$ cat src/rtl/rst_supervisor_pkg.sv
package rst_supervisor_pkg;

  localparam logic [7:0] KEY_FEED      = 8'h55;
  localparam logic [7:0] KEY_SUSPEND_1 = 8'h55;
  localparam logic [7:0] KEY_SUSPEND_2 = 8'hAA;

  typedef struct packed {
    logic wdtFeed;
    logic wdtHalt;
    logic wakeReset;
  } ctrlStrobes_t;

  typedef enum logic [1:0] {
    CAUSE_NONE,
    CAUSE_COLD,
    CAUSE_WDT,
    CAUSE_WAKE
  } resetCause_t;

endpackage

$ cat src/rtl/rst_supervisor_dp.sv
module rst_supervisor_dp
  import rst_supervisor_pkg::*;
#(
  parameter int WDT_LIMIT  = 900000,
  parameter int POR_CYCLES = 30000,
  parameter int EXT_MIN    = 10,
  parameter int RST_HOLD   = 16
) (
  input  logic         clk,
  input  logic         powerGood,
  input  logic         extResetN,
  input  logic         usbBusReset,
  input  ctrlStrobes_t strobes,
  output logic         chipReset,
  output logic         coldReq,
  output logic         wdtExpire
);

  localparam int WDT_W  = $clog2(WDT_LIMIT);
  localparam int POR_W  = $clog2(POR_CYCLES + 1);
  localparam int EXT_W  = $clog2(EXT_MIN + 1);
  localparam int HOLD_W = $clog2(RST_HOLD + 1);

  logic [WDT_W-1:0]  wdtCnt;
  logic [POR_W-1:0]  porCnt;
  logic [EXT_W-1:0]  extLowCnt;
  logic [HOLD_W-1:0] holdCnt;
  logic              extQualified;
  logic              loadHold;

  always_comb begin
    extQualified = (extLowCnt >= EXT_W'(EXT_MIN));
    coldReq      = extQualified || usbBusReset;
    chipReset    = (porCnt != '0) || (holdCnt != '0);
    wdtExpire    = !chipReset && !strobes.wdtHalt &&
                   (wdtCnt == WDT_W'(WDT_LIMIT - 1));
    loadHold     = coldReq || wdtExpire || strobes.wakeReset;
  end

  // power-up stretch
  always_ff @(posedge clk or negedge powerGood) begin
    if (!powerGood)            porCnt <= POR_W'(POR_CYCLES);
    else if (porCnt != '0)     porCnt <= porCnt - 1'b1;
  end

  // external pin qualifier: consecutive low samples, saturating
  always_ff @(posedge clk or negedge powerGood) begin
    if (!powerGood)            extLowCnt <= '0;
    else if (extResetN)        extLowCnt <= '0;
    else if (!extQualified)    extLowCnt <= extLowCnt + 1'b1;
  end

  // reset hold stretch after any event
  always_ff @(posedge clk or negedge powerGood) begin
    if (!powerGood)            holdCnt <= '0;
    else if (loadHold)         holdCnt <= HOLD_W'(RST_HOLD);
    else if (holdCnt != '0)    holdCnt <= holdCnt - 1'b1;
  end

  // watchdog counter
  always_ff @(posedge clk or negedge powerGood) begin
    if (!powerGood)                       wdtCnt <= '0;
    else if (chipReset || strobes.wdtFeed) wdtCnt <= '0;
    else if (strobes.wdtHalt)             wdtCnt <= wdtCnt;
    else if (wdtExpire)                   wdtCnt <= '0;
    else                                  wdtCnt <= wdtCnt + 1'b1;
  end

endmodule

$ cat src/rtl/rst_supervisor_ctrl.sv
module rst_supervisor_ctrl
  import rst_supervisor_pkg::*;
#(
  parameter int ADDR_W = 4,
  parameter int DATA_W = 8,
  parameter logic [ADDR_W-1:0] ADDR_FEED = 4'h3,
  parameter logic [ADDR_W-1:0] ADDR_MODE = 4'h4,
  parameter logic [ADDR_W-1:0] ADDR_SUSA = 4'hA,
  parameter logic [ADDR_W-1:0] ADDR_SUSB = 4'hB
) (
  input  logic              clk,
  input  logic              powerGood,
  input  logic              wakeEvent,
  input  logic              wrEn,
  input  logic [ADDR_W-1:0] wrAddr,
  input  logic [DATA_W-1:0] wrData,
  input  logic              chipReset,
  input  logic              coldReq,
  input  logic              wdtExpire,
  output ctrlStrobes_t      strobes,
  output logic              oscStopReq,
  output logic [DATA_W-1:0] statusByte
);

  logic        pofFlag;
  logic        susFlag;
  logic        suspended;
  logic        armed;
  logic        wrAccept;
  logic        keyAHit;
  logic        keyBHit;
  logic        wakeHit;
  resetCause_t cause;

  always_comb begin
    wrAccept = wrEn && !chipReset && !suspended;
    keyAHit  = (wrAddr == ADDR_SUSA) && (wrData == DATA_W'(KEY_SUSPEND_1));
    keyBHit  = (wrAddr == ADDR_SUSB) && (wrData == DATA_W'(KEY_SUSPEND_2));
    wakeHit  = wakeEvent && suspended;

    if (coldReq)        cause = CAUSE_COLD;
    else if (wdtExpire) cause = CAUSE_WDT;
    else if (wakeHit)   cause = CAUSE_WAKE;
    else                cause = CAUSE_NONE;

    strobes.wdtFeed   = wrAccept && (wrAddr == ADDR_FEED) &&
                        (wrData == DATA_W'(KEY_FEED));
    strobes.wdtHalt   = suspended;
    strobes.wakeReset = wakeHit;

    oscStopReq = suspended;
    statusByte = {{(DATA_W-2){1'b0}}, pofFlag, susFlag};
  end

  always_ff @(posedge clk or negedge powerGood) begin
    if (!powerGood) begin
      pofFlag   <= 1'b1;
      susFlag   <= 1'b0;
      suspended <= 1'b0;
      armed     <= 1'b0;
    end else begin
      unique case (cause)
        CAUSE_COLD: begin
          pofFlag   <= 1'b1;
          susFlag   <= 1'b0;
          suspended <= 1'b0;
          armed     <= 1'b0;
        end
        CAUSE_WDT: begin
          susFlag   <= 1'b0;
          suspended <= 1'b0;
          armed     <= 1'b0;
        end
        CAUSE_WAKE: begin
          susFlag   <= 1'b1;
          suspended <= 1'b0;
          armed     <= 1'b0;
        end
        default: begin
          if (wrAccept) begin
            if (wrAddr == ADDR_MODE) begin
              pofFlag <= pofFlag & wrData[1];
              susFlag <= susFlag & wrData[0];
            end
            if (armed && keyBHit) begin
              suspended <= 1'b1;
              armed     <= 1'b0;
            end else begin
              armed <= keyAHit;
            end
          end
        end
      endcase
    end
  end

endmodule

$ cat src/rtl/rst_supervisor.sv
module rst_supervisor
  import rst_supervisor_pkg::*;
#(
  parameter int WDT_LIMIT  = 900000,
  parameter int POR_CYCLES = 30000,
  parameter int EXT_MIN    = 10,
  parameter int RST_HOLD   = 16,
  parameter int ADDR_W     = 4,
  parameter int DATA_W     = 8,
  parameter logic [ADDR_W-1:0] ADDR_FEED = 4'h3,
  parameter logic [ADDR_W-1:0] ADDR_MODE = 4'h4,
  parameter logic [ADDR_W-1:0] ADDR_SUSA = 4'hA,
  parameter logic [ADDR_W-1:0] ADDR_SUSB = 4'hB
) (
  input  logic              clk,
  input  logic              powerGood,
  input  logic              extResetN,
  input  logic              usbBusReset,
  input  logic              wakeEvent,
  input  logic              wrEn,
  input  logic [ADDR_W-1:0] wrAddr,
  input  logic [DATA_W-1:0] wrData,
  output logic              chipReset,
  output logic              oscStopReq,
  output logic [DATA_W-1:0] statusByte
);

  ctrlStrobes_t strobes;
  logic         coldReq;
  logic         wdtExpire;

  rst_supervisor_dp #(
    .WDT_LIMIT (WDT_LIMIT),
    .POR_CYCLES(POR_CYCLES),
    .EXT_MIN   (EXT_MIN),
    .RST_HOLD  (RST_HOLD)
  ) u_dp (
    .clk        (clk),
    .powerGood  (powerGood),
    .extResetN  (extResetN),
    .usbBusReset(usbBusReset),
    .strobes    (strobes),
    .chipReset  (chipReset),
    .coldReq    (coldReq),
    .wdtExpire  (wdtExpire)
  );

  rst_supervisor_ctrl #(
    .ADDR_W   (ADDR_W),
    .DATA_W   (DATA_W),
    .ADDR_FEED(ADDR_FEED),
    .ADDR_MODE(ADDR_MODE),
    .ADDR_SUSA(ADDR_SUSA),
    .ADDR_SUSB(ADDR_SUSB)
  ) u_ctrl (
    .clk       (clk),
    .powerGood (powerGood),
    .wakeEvent (wakeEvent),
    .wrEn      (wrEn),
    .wrAddr    (wrAddr),
    .wrData    (wrData),
    .chipReset (chipReset),
    .coldReq   (coldReq),
    .wdtExpire (wdtExpire),
    .strobes   (strobes),
    .oscStopReq(oscStopReq),
    .statusByte(statusByte)
  );

endmodule

$ cat config.mk
export PLATFORM = sky130hd
export DESIGN_NAME = rst_supervisor
export DESIGN_NICKNAME = d
export VERILOG_FILES = /design/src/rtl/rst_supervisor_pkg.sv /design/src/rtl/rst_supervisor_dp.sv /design/src/rtl/rst_supervisor_ctrl.sv /design/src/rtl/rst_supervisor.sv
export SDC_FILE = /design/constraint.sdc
export NUM_CORES = 1
export LEC_CHECK = 0
export BUFFER_PORTS_ARGS = -buffer_cell sky130_fd_sc_hd__buf_2
export CORE_MARGIN = 10
export CORE_UTILIZATION = 60
export DETAILED_ROUTE_END_ITERATION = 12
export GPL_TIMING_DRIVEN = 0
export HOLD_SLACK_MARGIN = 0.03
export PLACE_DENSITY = 0.81
export SLEW_MARGIN = 20
export SYNTH_ARGS = -nofsm -noshare
export SYNTH_HDL_FRONTEND = slang
export SYNTH_SLANG_ARGS = --single-unit
$ cat constraint.sdc
create_clock -name clk -period 4.15 [get_ports clk]
set_input_delay 0.415 -clock clk [delete_from_list [all_inputs] [get_ports clk]]
set_output_delay 0.415 -clock clk [all_outputs]
set_load 0.1 [all_outputs]
==> impl_metrics.json <==
{
  "hpwl_mm": 4.28,
  "rows": 24,
  "grt_pass1_wl_mm": 10.3,
  "regArea_um2": 1210,
  "synth_top_area_cell": "dfrtp_1",
  "cts.path.max_buffers": 2,
  "status": "finished, final reports clean",
  "seq_area_frac_synth_pct": 42.9,
  "hold-worst-slack_ns": 0.124,
  "finalSetupTns_ns": 0,
  "ys.warnings.count": 0,
  "wl_per_cell_um": 15.3,
  "syn_area_um2": 2820,
  "multi_input_area_um2": 1490,
  "synthCells": 301,
  "worst_slew_pin_slew_ns": 0.619,
  "syn-mean-instance-area_um2": 9.38,
  "cts_resized": 0,
  "ys_async_sr_fraction_pct": 100,
  "post-cts-setup-buffer-count": 0,
  "rsz0062_at_grt": "no",
  "critical_path_class": "flip-flop to primary output",
  "grtUsageTotal_pct": 16.2,
  "grt_pass1_vias": 2271,
  "synth_top_area_share_pct": 35.4,
  "drtIter0Drc": 254,
  "fmax_mhz": 374,
  "route.detailed.drc": 0,
  "insertion_delay_ns": 0.30,
  "port_buffers": 21,
  "ant_nets": 0,
  "finalCritPeriodShare_pct": 64.5,
  "worst-path-max-fanout": 10,
  "grt_max_degree": 49,
  "chipWidth_um": 88.6,
  "ys_ff_latch": 48,
  "hold_path_class": "primary input to async pin",
  "route.vias.total": 2358,
  "synth-main-ff-cell": "dfrtp_1",
  "start_util_pct": 63.5,
  "synth-edff-count": 0,
  "fin_skew_ns": 0.00885,
  "fin_crit_ns": 2.68,
  "drv_cap": 0,
  "areaGrowthSynthToFinish_pct": 9.66,
  "io_pins": 28,
  "fin_nets": 359,
  "drive_above_1_share_pct": 20.3,
  "cts_max_level": 2,
  "viasPerCell": 6.09,
  "cp-end-kind": "primary output",
  "cts.sinks": 48,
  "max-slew-margin-rel_pct": 58.7,
  "cts_tree": "built",
  "antenna_cells": 0,
  "drtPass1Iterations": 6,
  "vdd_ir_drop_max_mv": 0.349,
  "cp.required_ns": 3.73,
  "ys_top_cells_by_count": "nand2_1 (47), dfrtp_1 (40), nor2_1 (22)",
  "die_h_um": 88.6,
  "r2r_start": "u_dp.wdtCnt[0]$_DFFE_PN0P_",
  "clkTransAtPathRegs_ns": 0.08,
  "nFillCells": 357,
  "yosysMostFrequentCell": "nand2_1",
  "numCtsBuffers": 5,
  "power.leakage_uw": 0.00131,
  "clockRootBuffer": "clkbuf_8",
  "cp.arrival_ns": 2.26,
  "synthTopCellsByArea": "dfrtp_1 (35%), dfstp_2 (7.4%), nand2_1 (6.2%)",
  "gp_congestion": 0.887,
  "r2r_cells": 6,
  "slew_viol_final": 0,
  "core_area_um2": 4440,
  "ys_types": 60,
  "die_area_um2": 7850,
  "drt-total-wl_mm": 5.93,
  "reg2reg_to": "u_dp.wdtCnt[16]$_DFFE_PN0P_",
  "grt_overflow": 0,
  "hold_viol": 0,
  "rrSetupSlack_ns": 2.06,
  "antenna_found_initial": 0,
  "setup_viol": 0,
  "holdBufCountCts": 0,
  "p_per_area_nw_per_um2": 320,
  "worstSetupStartpointType": "flip-flop"
}
## cell families after synthesis
kind of cell | count (synthesis) | share of synthesized area, %
buffers and inverters | 26 | 4.87
muxes | 2 | 0.753
and+or+nand+nor | 159 | 32.4
other | 1 | 0.133
xor gates and xnor gates | 17 | 5.27
DFF | 48 | 42.9
AOI/OAI and AO/OA | 41 | 10.6
adders and majority gates | 7 | 3.10
## cells in the final DEF, fill, tap and decap left out, types with 7 or more instances in the layout
master,n
ha_1,7
nor3_1,14
dfrtp_1,40
xor2_1,8
nand4_1,12
buf_4,10
dfstp_2,8
inv_1,9
buf_2,25
nand3_1,19
a31oi_1,7
nand2_1,47
xnor2_1,9
a21oi_1,7
nor2_1,22
## area by class of cell
| type | instances | share of cell area [%] |
|---|---|---|
| repair buffers | 21 | 3.47 |
| flip-flops and latches | 48 | 39.1 |
| clock inverters | 1 | 0.162 |
| plain buffers | 16 | 3.23 |
| multi-input cells | 232 | 48.2 |
| inverters | 10 | 1.21 |
| clock buffers | 7 | 2.46 |
| well taps | 52 | 2.10 |
## report_power, final
part / switching [uW] / internal, uW / leakage (uW)
Sequential: 23.1 / 491 / 0.000631
Clock: 145 / 118 / 0.0000422
Combinational: 141 / 73.7 / 0.000634
## sequential cells by signal, indices dropped and copies added, names as in the netlist
name,flops
u_dp.wdtCnt,20
u_ctrl.susFlag,1
u_ctrl.pofFlag,1
u_dp.porCnt,15
u_ctrl.oscStopReq,1
u_ctrl.armed,1
u_dp.extLowCnt,4
u_dp.holdCnt,5
## per-stage QoR
stage	instances	util [%]	power, uW	instance area (um^2)	setup WS, ns
after CTS	387	69.6	1000	3090	1.46
after global routing	387	69.7	1050	3100	1.32
after floorplan	306	-	684	2840	1.83
after global placement	379	67.8	732	3010	1.83
after detailed placement	379	67.8	734	3010	1.83
final	387	69.7	992	3100	1.47
## worst max path at each step
stage	from	end	slack (ns)	cells after the start
after floorplan	u_ctrl.oscStopReq$_DFFE_PN0P_	u_dp.wdtCnt[11]$_DFFE_PN0P_	1.83	6
after global placement	u_dp.porCnt[0]$_DFFE_PN0P_	chipReset	1.83	8
after detailed placement	u_dp.porCnt[6]$_DFFE_PN0P_	chipReset	1.83	6
after CTS	u_dp.porCnt[0]$_DFFE_PN0P_	chipReset	1.46	8
after global routing	u_dp.porCnt[0]$_DFFE_PN0P_	chipReset	1.32	8
final	u_dp.porCnt[0]$_DFFE_PN0P_	chipReset	1.47	8
## layer usage
metal  track usage, %  wire, um
met5                0         0
met4             5.29        72
met3             5.33       407
met2             23.6      2560
met1             22.2      2880
## worst max-delay path, stage by stage, from the launching register on
cell and delay, ns:
dfrtp_1 0.36, inv_1 0.13, ha_1 0.21, nor4b_1 0.28
nand4_1 0.17, nor2_1 0.18, buf_4 0.21, inv_2 0.11
buf_2 0.31
No activity file was read; power rests on OpenSTA's default activity.
